===== src/rtl/dma_mover_pkg.sv =====
package dma_mover_pkg;
   // bus sharing policies, control bits [3:2]
   localparam logic [1:0] XFER_HOLD    = 2'd0;
   localparam logic [1:0] XFER_STEAL   = 2'd1;
   localparam logic [1:0] XFER_IDLECYC = 2'd2;

   // register offsets
   localparam logic [2:0] REG_SRC  = 3'd0;
   localparam logic [2:0] REG_DST  = 3'd1;
   localparam logic [2:0] REG_LEN  = 3'd2;
   localparam logic [2:0] REG_CTRL = 3'd3;
   localparam logic [2:0] REG_STAT = 3'd4;

   typedef enum logic [1:0] {
      ST_IDLE  = 2'd0,
      ST_READ  = 2'd1,
      ST_WRITE = 2'd2,
      ST_GAP   = 2'd3
   } eng_state_e;
endpackage


===== src/rtl/dma_mover_regs.sv =====
module dma_mover_regs
   import dma_mover_pkg::*;
#(
   parameter int unsigned AW = 16,
   parameter int unsigned DW = 32,
   parameter int unsigned LW = 8
) (
   input  logic          clk,
   input  logic          rst_n,
   input  logic          reg_we,
   input  logic [2:0]    reg_addr,
   input  logic [DW-1:0] reg_wdata,
   output logic [DW-1:0] reg_rdata,
   input  logic          busy_i,
   input  logic          done_i,
   output logic          start_o,
   output logic [AW-1:0] src_o,
   output logic [AW-1:0] dst_o,
   output logic [LW-1:0] len_o,
   output logic          dir_o,
   output logic [1:0]    mode_o,
   output logic          irq_o
);
   logic [AW-1:0] src_q, dst_q;
   logic [LW-1:0] len_q;
   logic          dir_q, irq_q;
   logic [1:0]    mode_q;
   logic          ctrl_wr, irq_clr;

   assign ctrl_wr = reg_we && (reg_addr == REG_CTRL) && !busy_i;
   assign irq_clr = reg_we && (reg_addr == REG_STAT) && reg_wdata[1];
   assign start_o = ctrl_wr && reg_wdata[0];

   always_ff @(posedge clk) begin
      if (!rst_n) begin
         src_q  <= '0;
         dst_q  <= '0;
         len_q  <= '0;
         dir_q  <= 1'b0;
         mode_q <= XFER_HOLD;
         irq_q  <= 1'b0;
      end else begin
         if (reg_we && reg_addr == REG_SRC) src_q <= reg_wdata[AW-1:0];
         if (reg_we && reg_addr == REG_DST) dst_q <= reg_wdata[AW-1:0];
         if (reg_we && reg_addr == REG_LEN) len_q <= reg_wdata[LW-1:0];
         if (ctrl_wr) begin
            dir_q  <= reg_wdata[1];
            mode_q <= reg_wdata[3:2];
         end
         if (done_i)       irq_q <= 1'b1;
         else if (irq_clr) irq_q <= 1'b0;
      end
   end

   always_comb begin
      reg_rdata = '0;
      case (reg_addr)
         REG_SRC:  reg_rdata = DW'(src_q);
         REG_DST:  reg_rdata = DW'(dst_q);
         REG_LEN:  reg_rdata = DW'(len_q);
         REG_CTRL: reg_rdata = DW'({mode_q, dir_q, 1'b0});
         REG_STAT: reg_rdata = DW'({irq_q, busy_i});
         default:  reg_rdata = '0;
      endcase
   end

   assign src_o  = src_q;
   assign dst_o  = dst_q;
   assign len_o  = len_q;
   assign dir_o  = dir_q;
   assign mode_o = mode_q;
   assign irq_o  = irq_q;
endmodule


===== src/rtl/dma_mover_policy.sv =====
module dma_mover_policy
   import dma_mover_pkg::*;
#(
   parameter bit IDLECYC_EN = 1'b1
) (
   input  eng_state_e state_i,
   input  logic [1:0] mode_i,
   input  logic       bus_gnt,
   input  logic       cpu_busy,
   output logic       bus_req,
   output logic       allow_o
);
   assign bus_req = (state_i == ST_READ) || (state_i == ST_WRITE);

   generate
      if (IDLECYC_EN) begin : g_idlecyc
         assign allow_o = bus_gnt && !((mode_i == XFER_IDLECYC) && cpu_busy);
      end else begin : g_no_idlecyc
         logic unused_busy;
         assign unused_busy = cpu_busy ^ mode_i[0];
         assign allow_o = bus_gnt;
      end
   endgenerate
endmodule


===== src/rtl/dma_mover_engine.sv =====
module dma_mover_engine
   import dma_mover_pkg::*;
#(
   parameter int unsigned AW = 16,
   parameter int unsigned DW = 32,
   parameter int unsigned LW = 8
) (
   input  logic          clk,
   input  logic          rst_n,
   input  logic          start_i,
   input  logic [AW-1:0] src_i,
   input  logic [AW-1:0] dst_i,
   input  logic [LW-1:0] len_i,
   input  logic          dir_i,
   input  logic [1:0]    mode_i,
   input  logic          allow_i,
   input  logic [DW-1:0] mem_rdata,
   output eng_state_e    state_o,
   output logic          mem_rd,
   output logic          mem_wr,
   output logic [AW-1:0] mem_addr,
   output logic [DW-1:0] mem_wdata,
   output logic          done_o,
   output logic          busy_o
);
   localparam logic [LW-1:0] CNT_LAST = LW'(1);
   localparam logic [AW-1:0] ADDR_STEP = AW'(1);

   eng_state_e    state_q;
   logic [AW-1:0] src_q, dst_q;
   logic [LW-1:0] cnt_q;
   logic [DW-1:0] data_q;
   logic          last_word, zero_start;

   assign last_word  = (cnt_q == CNT_LAST);
   assign zero_start = (state_q == ST_IDLE) && start_i && (len_i == '0);

   always_ff @(posedge clk) begin
      if (!rst_n) begin
         state_q <= ST_IDLE;
         src_q   <= '0;
         dst_q   <= '0;
         cnt_q   <= '0;
         data_q  <= '0;
      end else begin
         case (state_q)
            ST_IDLE: if (start_i && len_i != '0) begin
               src_q   <= src_i;
               dst_q   <= dst_i;
               cnt_q   <= len_i;
               state_q <= ST_READ;
            end
            ST_READ: if (allow_i) begin
               data_q  <= mem_rdata;
               state_q <= ST_WRITE;
            end
            ST_WRITE: if (allow_i) begin
               cnt_q <= cnt_q - CNT_LAST;
               dst_q <= dst_q + ADDR_STEP;
               if (!dir_i) src_q <= src_q + ADDR_STEP;
               if (last_word)                 state_q <= ST_IDLE;
               else if (mode_i == XFER_STEAL) state_q <= ST_GAP;
               else                           state_q <= ST_READ;
            end
            ST_GAP:  state_q <= ST_READ;
            default: state_q <= ST_IDLE;
         endcase
      end
   end

   assign mem_rd    = (state_q == ST_READ) && allow_i;
   assign mem_wr    = (state_q == ST_WRITE) && allow_i;
   assign mem_addr  = (state_q == ST_WRITE) ? dst_q : src_q;
   assign mem_wdata = data_q;
   assign done_o    = zero_start || (mem_wr && last_word);
   assign busy_o    = (state_q != ST_IDLE);
   assign state_o   = state_q;
endmodule


===== src/rtl/dma_mover.sv =====
module dma_mover
   import dma_mover_pkg::*;
#(
   parameter int unsigned AW = 16,
   parameter int unsigned DW = 32,
   parameter int unsigned LW = 8,
   parameter bit          IDLECYC_EN = 1'b1
) (
   input  logic          clk,
   input  logic          rst_n,
   input  logic          reg_we,
   input  logic [2:0]    reg_addr,
   input  logic [DW-1:0] reg_wdata,
   output logic [DW-1:0] reg_rdata,
   output logic          bus_req,
   input  logic          bus_gnt,
   input  logic          cpu_busy,
   output logic          mem_rd,
   output logic          mem_wr,
   output logic [AW-1:0] mem_addr,
   output logic [DW-1:0] mem_wdata,
   input  logic [DW-1:0] mem_rdata,
   output logic          irq
);
   generate
      if (DW < AW || DW < LW || DW < 4) begin : g_bad_width
         $error("dma_mover: DW must cover AW, LW and the control field");
      end
      if (LW < 1 || AW < 1) begin : g_bad_size
         $error("dma_mover: AW and LW must be at least 1");
      end
   endgenerate

   logic          start, done, busy, dir, allow;
   logic [AW-1:0] src, dst;
   logic [LW-1:0] len;
   logic [1:0]    cfg_mode;
   eng_state_e    state;

   dma_mover_regs #(.AW(AW), .DW(DW), .LW(LW)) u_regs (
      .clk(clk), .rst_n(rst_n), .reg_we(reg_we), .reg_addr(reg_addr),
      .reg_wdata(reg_wdata), .reg_rdata(reg_rdata), .busy_i(busy),
      .done_i(done), .start_o(start), .src_o(src), .dst_o(dst),
      .len_o(len), .dir_o(dir), .mode_o(cfg_mode), .irq_o(irq)
   );

   dma_mover_policy #(.IDLECYC_EN(IDLECYC_EN)) u_policy (
      .state_i(state), .mode_i(cfg_mode), .bus_gnt(bus_gnt),
      .cpu_busy(cpu_busy), .bus_req(bus_req), .allow_o(allow)
   );

   dma_mover_engine #(.AW(AW), .DW(DW), .LW(LW)) u_engine (
      .clk(clk), .rst_n(rst_n), .start_i(start), .src_i(src), .dst_i(dst),
      .len_i(len), .dir_i(dir), .mode_i(cfg_mode), .allow_i(allow),
      .mem_rdata(mem_rdata), .state_o(state), .mem_rd(mem_rd),
      .mem_wr(mem_wr), .mem_addr(mem_addr), .mem_wdata(mem_wdata),
      .done_o(done), .busy_o(busy)
   );
endmodule


===== config.mk =====
export PLATFORM = sky130hd
export DESIGN_NAME = dma_mover
export DESIGN_NICKNAME = d
export VERILOG_FILES = /design/src/rtl/dma_mover_pkg.sv /design/src/rtl/dma_mover_regs.sv /design/src/rtl/dma_mover_policy.sv /design/src/rtl/dma_mover_engine.sv /design/src/rtl/dma_mover.sv
export SDC_FILE = /design/constraint.sdc
export NUM_CORES = 1
export LEC_CHECK = 0
export CAP_MARGIN = 5
export CORE_MARGIN = 3
export CORE_UTILIZATION = 45
export DETAILED_ROUTE_END_ITERATION = 7
export MAX_ROUTING_LAYER = met4
export PLACE_DENSITY = 0.77
export SLEW_MARGIN = 20
export SYNTH_ARGS = -nofsm -noshare
export SYNTH_HDL_FRONTEND = slang
export SYNTH_SLANG_ARGS = --single-unit

===== constraint.sdc =====
create_clock -name clk -period 1.9 [get_ports clk]
set_input_delay 0.285 -clock clk [delete_from_list [all_inputs] [get_ports clk]]
set_output_delay 0.285 -clock clk [all_outputs]
set_load 0.005 [all_outputs]

==> After elaboration in Yosys (flattened, before gate mapping) <==
Index checks and enable logic that the tools add are counted.
W data, S select, Z words.
{ "totals": {"elab_cells": 79, "latch_bits": 0, "ff_bits": 118, "ram_bits": 0, "input_bits": 72, "romBits": 0, "memories": 0} }
{ "classes": {"div_mod_pow": 0, "n_lt_le_gt_ge": 0, "bitwise": 0, "n_mul": 0, "n_shift": 0, "eq_ne": 14, "reduce_logical": 31, "addsub": 3, "n_mux": 20} }
{ "ops": {"columns": ["operator", "n"], "rows": [
  ["$mux W16", 6],
  ["$pmux W16 S5", 1],
  ["$pmux W16 S2", 2],
  ["$add A16 B1 Y16 const B", 2],
  ["$logic_and A1 B1 Y1", 16],
  ["$mux W8", 2],
  ["$pmux W8 S2", 1],
  ["$mux W2", 5],
  ["$eq A8 B1 Y1 const B", 1],
  ["$logic_not A8 Y1", 1],
  ["$pmux W2 S4", 1],
  ["$reduce_bool A8 Y1", 1],
  ["$sub A8 B1 Y8 const B", 1],
  ["$eq A2 B2 Y1 const B", 3],
  ["$eq A3 B2 Y1 const B", 2],
  ["$reduce_and A3 Y1", 2],
  ["$reduce_bool A2 Y1", 3],
  ["$eq A2 B1 Y1 const B", 2],
  ["$ne A2 B1 Y1 const B", 2],
  ["$ne A2 B2 Y1 const B", 2],
  ["$reduce_and A4 Y1", 1],
  ["$eq A3 B1 Y1 const B", 1],
  ["$eq A3 B3 Y1 const B", 1],
  ["$logic_not A3 Y1", 1],
  ["5 further kinds", 8]
]} }

==> Depth between registers and ports, before layout <==
Gate-level depths: netlist of run 1.
{ "logic_depth": {"ltp_word": 8, "mapped_depth": 9, "ltp_nobuf": 7} }

==> Modules after synthesis <==
Synthesis of run 1 repeated with hierarchy kept, for this count alone.
{ "hier_totals": {"cells_unflattened": 790, "area_unflattened_um2": 6630.1} }
{ "modules_own_cells": {"columns": ["mod", "n_inst", "seq_area_each_um2", "area_per_inst_um2", "cells_per_inst"], "rows": [
  ["dma_mover_engine", 1, 1481.4, 4280.4, 527],
  ["dma_mover_regs", 1, 880.8, 2321.0, 259],
  ["dma_mover_policy", 1, 0.0, 28.8, 4]
]} }

==> Worst setup path before layout of run 1 <==
Ideal clock, no wire load.
{ "synth_path": {"path_kind": "register to output", "start": "register u_engine.state_q[0], in the netlist u_engine.state_o[0]", "end": "output mem_addr[10]", "path_buffers": 3, "required_ns": 1.615, "stages_incl_launch_ff": 7, "arrival_time_ns": 1.669, "slack_ns": -0.054, "path_cell_list": "dfxtp_1 -> inv_1 -> ha_1 -> clkbuf_1 -> buf_2 -> buf_1 -> mux2_2"} }
{ "synth_between": {"elab_chain_len": 2} }
{ "synth_rtl": {"columns": ["item", "line_no", "text"], "rows": [
  ["start, declared", "dma_mover_engine.sv:29", "eng_state_e state_q;"],
  ["start signal, assigned", "dma_mover_engine.sv:40", "state_q <= ST_IDLE;"],
  ["start signal, assigned", "dma_mover_engine.sv:51", "state_q <= ST_READ;"],
  ["start signal, assigned", "dma_mover_engine.sv:55", "state_q <= ST_WRITE;"],
  ["$eq A2 B2 Y1", "dma_mover_engine.sv:73", "assign mem_addr = (state_q == ST_WRITE) ? dst_q : src_q;"],
  ["$mux W16", "dma_mover_engine.sv:73", null],
  ["end, declared", "dma_mover.sv:20", "output logic [AW-1:0] mem_addr,"]
]} }
No other way between the ends.

==> Worst setup path in the final report of run 1 <==
{ "layout_path": {"start": "register u_engine.state_q[0], in the netlist u_engine.state_o[0]", "end": "output mem_addr[0]"} }
Same word-level chain as after synthesis.

==> results of run 1 <==
[metrics by stage]
| stage | instance area, um2 | util [%] | std cells | power [W] | setup slack (ps) |
|---|---|---|---|---|---|
| global placement | 7800 | 60.3 | 1098 | 0.00346 | -446 |
| finish | 9100 | 70.4 | 1155 | 0.00686 | -66.2 |
| global route | 9100 | 70.4 | 1155 | 0.00707 | -125 |
| floorplan | 6140 | - | 808 | 0.00309 | 39.1 |
| CTS | 8720 | 67.5 | 1146 | 0.00671 | -131 |
| detailed placement | 7800 | 60.3 | 1098 | 0.00347 | -434 |
[power groups by stage]
stage / registers [W] / logic, W / clock network, W
floorplan: 0.00264 / 0.000448 / 0
global placement: 0.00264 / 0.000821 / 0
detailed placement: 0.00265 / 0.000827 / 0
CTS: 0.00259 / 0.000899 / 0.00322
global route: 0.00261 / 0.00112 / 0.00334
finish: 0.00260 / 0.00106 / 0.00320
[per-layer routing]
metal  global-route usage, %  share of wire (%)  vias up
met5                       -                  0        -
met4                    9.45                2.6        0
met3                    6.41                9.3       57
met2                    42.1                 47      394
met1                    36.8                 41     3158
li1                        -                  -     3089
[path summary, 6_finish.rpt]
check	startpoint	end	slack, ps	cells after the start
worst min-delay path	mem_rdata[30]	u_engine.mem_wdata[30]	400	3
worst max register to register	u_regs.len_o[2]	u_engine.dst_q[14]	-50	7
worst max-delay path	u_engine.state_o[0]	mem_addr[0]	-70	6
worst min register to register	u_engine.mem_wdata[23]	u_engine.mem_wdata[23]	450	2
[registers in the layout, indices dropped and copies added, names as in the netlist]
register,cells
u_engine.state_o,2
u_engine.cnt_q,8
u_regs.mode_o,2
u_regs.irq_o,1
u_regs.dir_o,1
u_regs.dst_o,16
u_engine.dst_q,16
u_engine.mem_wdata,32
u_regs.src_o,16
u_engine.src_q,16
u_regs.len_o,8
[worst max-delay path, cell delays in order, from the launching register on]
cell and delay (ps):
dfxtp_2 330, inv_2 50, ha_4 170, buf_12 140, buf_16 140, mux2_4 300
buf_6 120
[cells by family (layout without fill, tap and decap cells)]
| group | count (synthesis) | in the layout | synth area share (%) |
|---|---|---|---|
| AOI/OAI and AO/OA | 207 | 207 | 20.3 |
| DFF | 118 | 118 | 38.9 |
| buffers and inverters | 83 | 257 | 6.87 |
| adders and majority gates | 7 | 7 | 1.44 |
| muxes | 44 | 44 | 8.31 |
| and+or+nand+nor | 333 | 334 | 24.2 |
| other | 1 | 16 | 0.0617 |
[repair_timing]
item                                    in CTS  in global routing
endpoints found under the setup margin      48                 61
hold endpoints to repair                     0                  0
gates resized for setup                    167                 80
pin swaps                                   11                 28
gates cloned                                 7                  4
setup buffers                               10                  6
[final cells by class]
| type | count | share of cell area, % |
|---|---|---|
| multi-input combinational | 608 | 40.6 |
| tap | 172 | 2.37 |
| sequential | 118 | 26.0 |
| clock inverter | 14 | 1.68 |
| inverter | 12 | 0.550 |
| timing repair buffer | 213 | 23.9 |
| clock buffer | 18 | 4.83 |
[layout by cell type, fill, tap and decap left out, drive strengths merged, types with 3 or more instances in the layout]
cell type      netlist  routed
a21o                 3       3
a21oi              120     120
a31o                 3       3
a31oi                4       4
and2                 3       3
and3                 5       5
and4b                3       3
buf                 34     108
clkbuf              37      24
clkdlybuf4s50        0      85
clkinv               0       6
clkinvlp             0       4
conb                 1      16
dfxtp              118     118
dlygate4sd2          0      12
ha                   7       7
inv                 12      14
mux2                16      16
mux2i               25      25
mux4                 3       3
nand2              193     193
nand2b               5       5
nand3               25      25
nand3b               3       3
nand4                4       4
nand4b               3       3
nor2                54      54
nor2b               10      10
nor3                 9       9
nor4                 4       4
o211ai               5       5
o21ai               30      30
o22ai                6       6
o2bb2ai              7       7
o31ai                6       6
o32ai                9       9
o41ai                3       3
or3                  5       5
==> summary.md, run 1 <==
| Metric | Value |
|---|---|
| Status | `finished with violations` |
| Failing checks | `negative setup slack` |
| Post-Syn Area | `6080 um2` |
| Asr flop ratio synth | `0%` |
| Routability cong. | `0.948` |
| Die X | `122 um` |
| Static leakage power | `3.45 nW` |
| Power Dens Cells | `754 nW/um2` |
| Min Tclk post-route | `1970 ps` |
| Root buffer cell | `clkbuf_16` |
| EDFF count, synth | `0` |
| Combinational power share | `15.4%` |
| Clock Path Buffers | `2` |
| Final hold vios | `0` |
| Cell row count | `41` |
| Fmax | `0.509 GHz` |
| Most frequent cells after synthesis | `nand2_1, a21oi_1, dfxtp_1` |
| Sw Share | `26.4%` |
| CP Max Fanout | `7` |
| Detailed placer's ending HPWL | `12.8 mm` |
| Via Count | `6698` |
| Main synth FF type | `dfxtp_1` |
| ANT cells | `0` |
| Post-synthesis cell count | `793` |
| Slew Viols, Final | `0` |
| Area used by multi-input combinational logic | `3690 um2` |
| Final hold slack | `400 ps` |
| Slew margin rel. | `63.5%` |
| Register area share after synthesis | `38.9%` |
| Vias in the first global route | `6121` |
| Num CTS Buffers | `17` |
| Synth warn | `0` |
| # IOs | `156` |
| Max Cap Violations | `0` |
| Global-route wire length before repair | `31.7 mm` |
| ANT nets after route | `0` |
| Synth top area share | `38.9%` |
| Worst EP required | `1620 ps` |
| DR WL/cell | `18.5 um` |
| Kind of critical path | `reg2out` |
| Net Sw Power | `0.00181 W` |
| RSZ-0062 raised after global routing | `yes` |
| Setup Viol. Count Final | `20` |
| Storage element area | `2370 um2` |
| Drt pass-1 iters | `6` |
| Distinct cells, synth | `58` |
| Filler cell count in the final layout | `944` |
| Yosys reg bits | `118` |
| Final wirelength | `21.3 mm` |
| Largest net degree at the start of global routing | `43` |
| Worst setup EP type | `primary output` |
| Final WS setup | `-66.2 ps` |
| Post-Syn Area per Cell | `7.67 um2` |
| IO Port Bufs | `123` |
| Largest area contributor in the netlist | `dfxtp_1` |
| Clk_skew | `6.76 ps` |
| Post-Route Setup TNS | `-705 ps` |
| Layout cell share with drive strength beyond 1 | `23.9%` |
| Grt ovf | `0` |
| Top-count cell post-synth | `nand2_1` |
| Total Routing Usage GR | `27.8%` |
| Clock-pin slew on the worst setup and hold paths | `60 ps` |
| Area delta synth->final | `49.6%` |
| Initial Util | `47.0%` |
| Worst hold path class | `in2reg` |
| CTS tree | `done` |
| Register share of total power | `37.9%` |
| Hold-fix buffers, CTS | `0` |
| Maximum vdd drop | `581 uV` |
| Synth area leaders | `dfxtp_1, nand2_1, a21oi_1` |
| Post-route DRC violation count | `0` |
| Layout Nets | `1049` |
| Internal | `0.00505 W` |
| # clock sinks | `118` |
| Core area | `12900 um2` |
| DRT iter0 DRCs | `743` |
| Die Y | `122 um` |
| Full die area | `14900 um2` |
| Via-per-instance ratio | `5.80` |
| H-tree levels | `4` |
| Clock share of power | `46.7%` |
| Fin crit share | `103%` |
| Worst-Margin Slew | `543 ps` |
| Startpoint types | `register` |
| Initial antenna violation count | `0` |
| Worst path arrival time | `1680 ps` |
| Clk_lat worst skew | `430 ps` |
(Power assumes the default switching activity.)
==> run 2: changes to the inputs <==
- CORE_UTILIZATION: 45 -> 49
- PLACE_DENSITY: 0.77 -> 0.8
- clock period: 1.9 -> 2.25 ns (I/O delays scaled with it)
==> summary.md, run 2 (synthesized netlist as in run 1, its figures left out) <==
| Metric | Value |
|---|---|
| Worst setup EP type | `primary output` |
| Maximum vdd drop | `696 uV` |
| Routability cong. | `0.935` |
| Commonest non-fill, non-tap cell in the layout | `nand2_1` |
| Die Y | `117 um` |
| RSZ-0062 raised after global routing | `yes` |
| Worst hold path class | `reg2reg` |
| Most frequent cells in the layout | `nand2_1, a21oi_1, dfxtp_1` |
| Full die area | `13800 um2` |
| # IOs | `156` |
| Fin cells | `1115` |
| Vias in the first global route | `6094` |
| CP Max Fanout | `17` |
| H-tree levels | `4` |
| Crit path cell chain | `clkdlybuf4s50_1 -> buf_6 -> buf_8 -> mux2i_1 -> nor2_1 -> clkdlybuf4s50_1` |
| Dpl ws | `-199 ps` |
| Clk_skew | `7.44 ps` |
| Clk_lat worst skew | `430 ps` |
| Layout Nets | `1013` |
| Cell count of the worst reg-to-reg path | `8` |
| Hold-fix buffers, CTS | `0` |
| Slew Viols, Final | `0` |
| IO Port Bufs | `123` |
| Status | `finished with violations` |
| Worst-Margin Slew | `530 ps` |
| M1 wire length | `8.02 mm` |
| CTS tree | `done` |
| Kind of critical path | `in2out` |
| Final wirelength | `19.4 mm` |
| Top routing layer used | `met4` |
| Clock Path Buffers | `2` |
| Met3 WL | `1.81 mm` |
| Root buffer cell | `clkbuf_16` |
| Min Tclk post-route | `2260 ps` |
| Initial Util | `50.4%` |
| Max reg flops | `32` |
| Area delta synth->final | `38.4%` |
| Largest net degree at the start of global routing | `85` |
| Post-Route Setup TNS | `-8.62 ps` |
| Slew margin rel. | `64.4%` |
| Startpoint types | `input port` |
| Initial antenna violation count | `0` |
| Via Count | `6467` |
| Total Routing Usage GR | `28.4%` |
| Final WS setup | `-7.77 ps` |
| Static leakage power | `3.21 nW` |
| Fin crit share | `100%` |
| Failing checks | `negative setup slack` |
| ANT nets after route | `0` |
| Final hold vios | `0` |
| CP dominant cell by count | `clkdlybuf4s50_1` |
| Final hold slack | `450 ps` |
| Post-route DRC violation count | `0` |
| Max Cap Violations | `0` |
| CP max stage delay | `470 ps` |
| Worst EP required | `1910 ps` |
| CP max-delay cell | `clkdlybuf4s50_1` |
| Clock-pin slew on the worst setup and hold paths | `60 ps` |
| Detailed placer's ending HPWL | `12.8 mm` |
| Setup Viol. Count Final | `2` |
| Die X | `117 um` |
| Worst path arrival time | `1920 ps` |
| Global-route wire length before repair | `30.9 mm` |
| Drt pass-1 iters | `5` |
| DRT iter0 DRCs | `677` |
| Layout cell share with drive strength beyond 1 | `13.2%` |
| Via-per-instance ratio | `5.80` |
| Core area | `12100 um2` |
| WL met2 | `9.17 mm` |
| # clock sinks | `118` |
| Fmax | `0.443 GHz` |
| Power Dens Cells | `705 nW/um2` |
| Hold Path Stages | `2` |
| Cell row count | `40` |
| Grt ovf | `0` |
| Inst Count DP | `1075` |
| ANT cells | `0` |
| DR WL/cell | `17.4 um` |
| Num CTS Buffers | `17` |
[run 2: changes by cell type in the layout (fill, tap and decap cells not counted), sizes merged, moves of 2 or more]
cell,previous run,this run
buf,108,55
bufinv,2,5
clkbuf,24,21
clkdlybuf4s50,85,98
clkinvlp,4,1
dlygate4sd2,12,23
inv,14,12
[run 2: power breakdown]
| group | leakage (nW) | switching, W | total, W | internal [W] |
|---|---|---|---|---|
| logic | 1.94 | 0.000361 | 0.000709 | 0.000348 |
| clock network | 0.317 | 0.00100 | 0.00303 | 0.00203 |
| registers | 0.953 | 0.0000514 | 0.00220 | 0.00215 |
[run 2: final cells by class]
type	count	area [um2]
clock buffers	21	460
clock inverters	11	198
fillers	929	3650
inverters	12	45.0
multi-input cells	607	3390
flip-flops and latches	118	2360
well taps	168	210
repair buffers	178	1740
[run 2: path summary, 6_finish.rpt]
check | start | endpoint | slack [ps]
max | reg_addr[0] | reg_rdata[15] | -8
min | u_engine.mem_wdata[18] | u_engine.mem_wdata[18] | 450
max reg2reg | u_engine.state_o[0] | u_engine.src_q[12] | 180
min reg2reg | u_engine.mem_wdata[18] | u_engine.mem_wdata[18] | 450
[run 2: per-stage QoR]
stage	util [%]	power (W)	instance area, um2
2_1_floorplan	-	0.00260	6140
3_3_place_gp	63.5	0.00292	7650
3_5_place_dp	63.5	0.00293	7650
4_1_cts	69.5	0.00594	8390
5_1_grt	69.8	0.00611	8420
6_report	69.8	0.00594	8420
[run 2: routing by layer]
metal  vias to the layer above  GRT usage [%]
li1                       3014              -
met1                      3060           35.6
met2                       344           44.6
met3                        49           7.38
met4                         0           10.4
met5                         -              -
[run 2: timing repair]
item | CTS | global route
cloned | 1 | 0
pin swaps | 2 | 0
endpoints found under the hold margin | 0 | 0
resized for setup | 36 | 5
endpoints found under the setup margin | 32 | 6
buffers inserted | 6 | 1
[run 2: worst max-delay path: cells and delay by family]
kind,cells,cell delay (ps)
buffers and inverters,4,1260
multiplexers,1,240
AND/OR/NAND/NOR,1,70
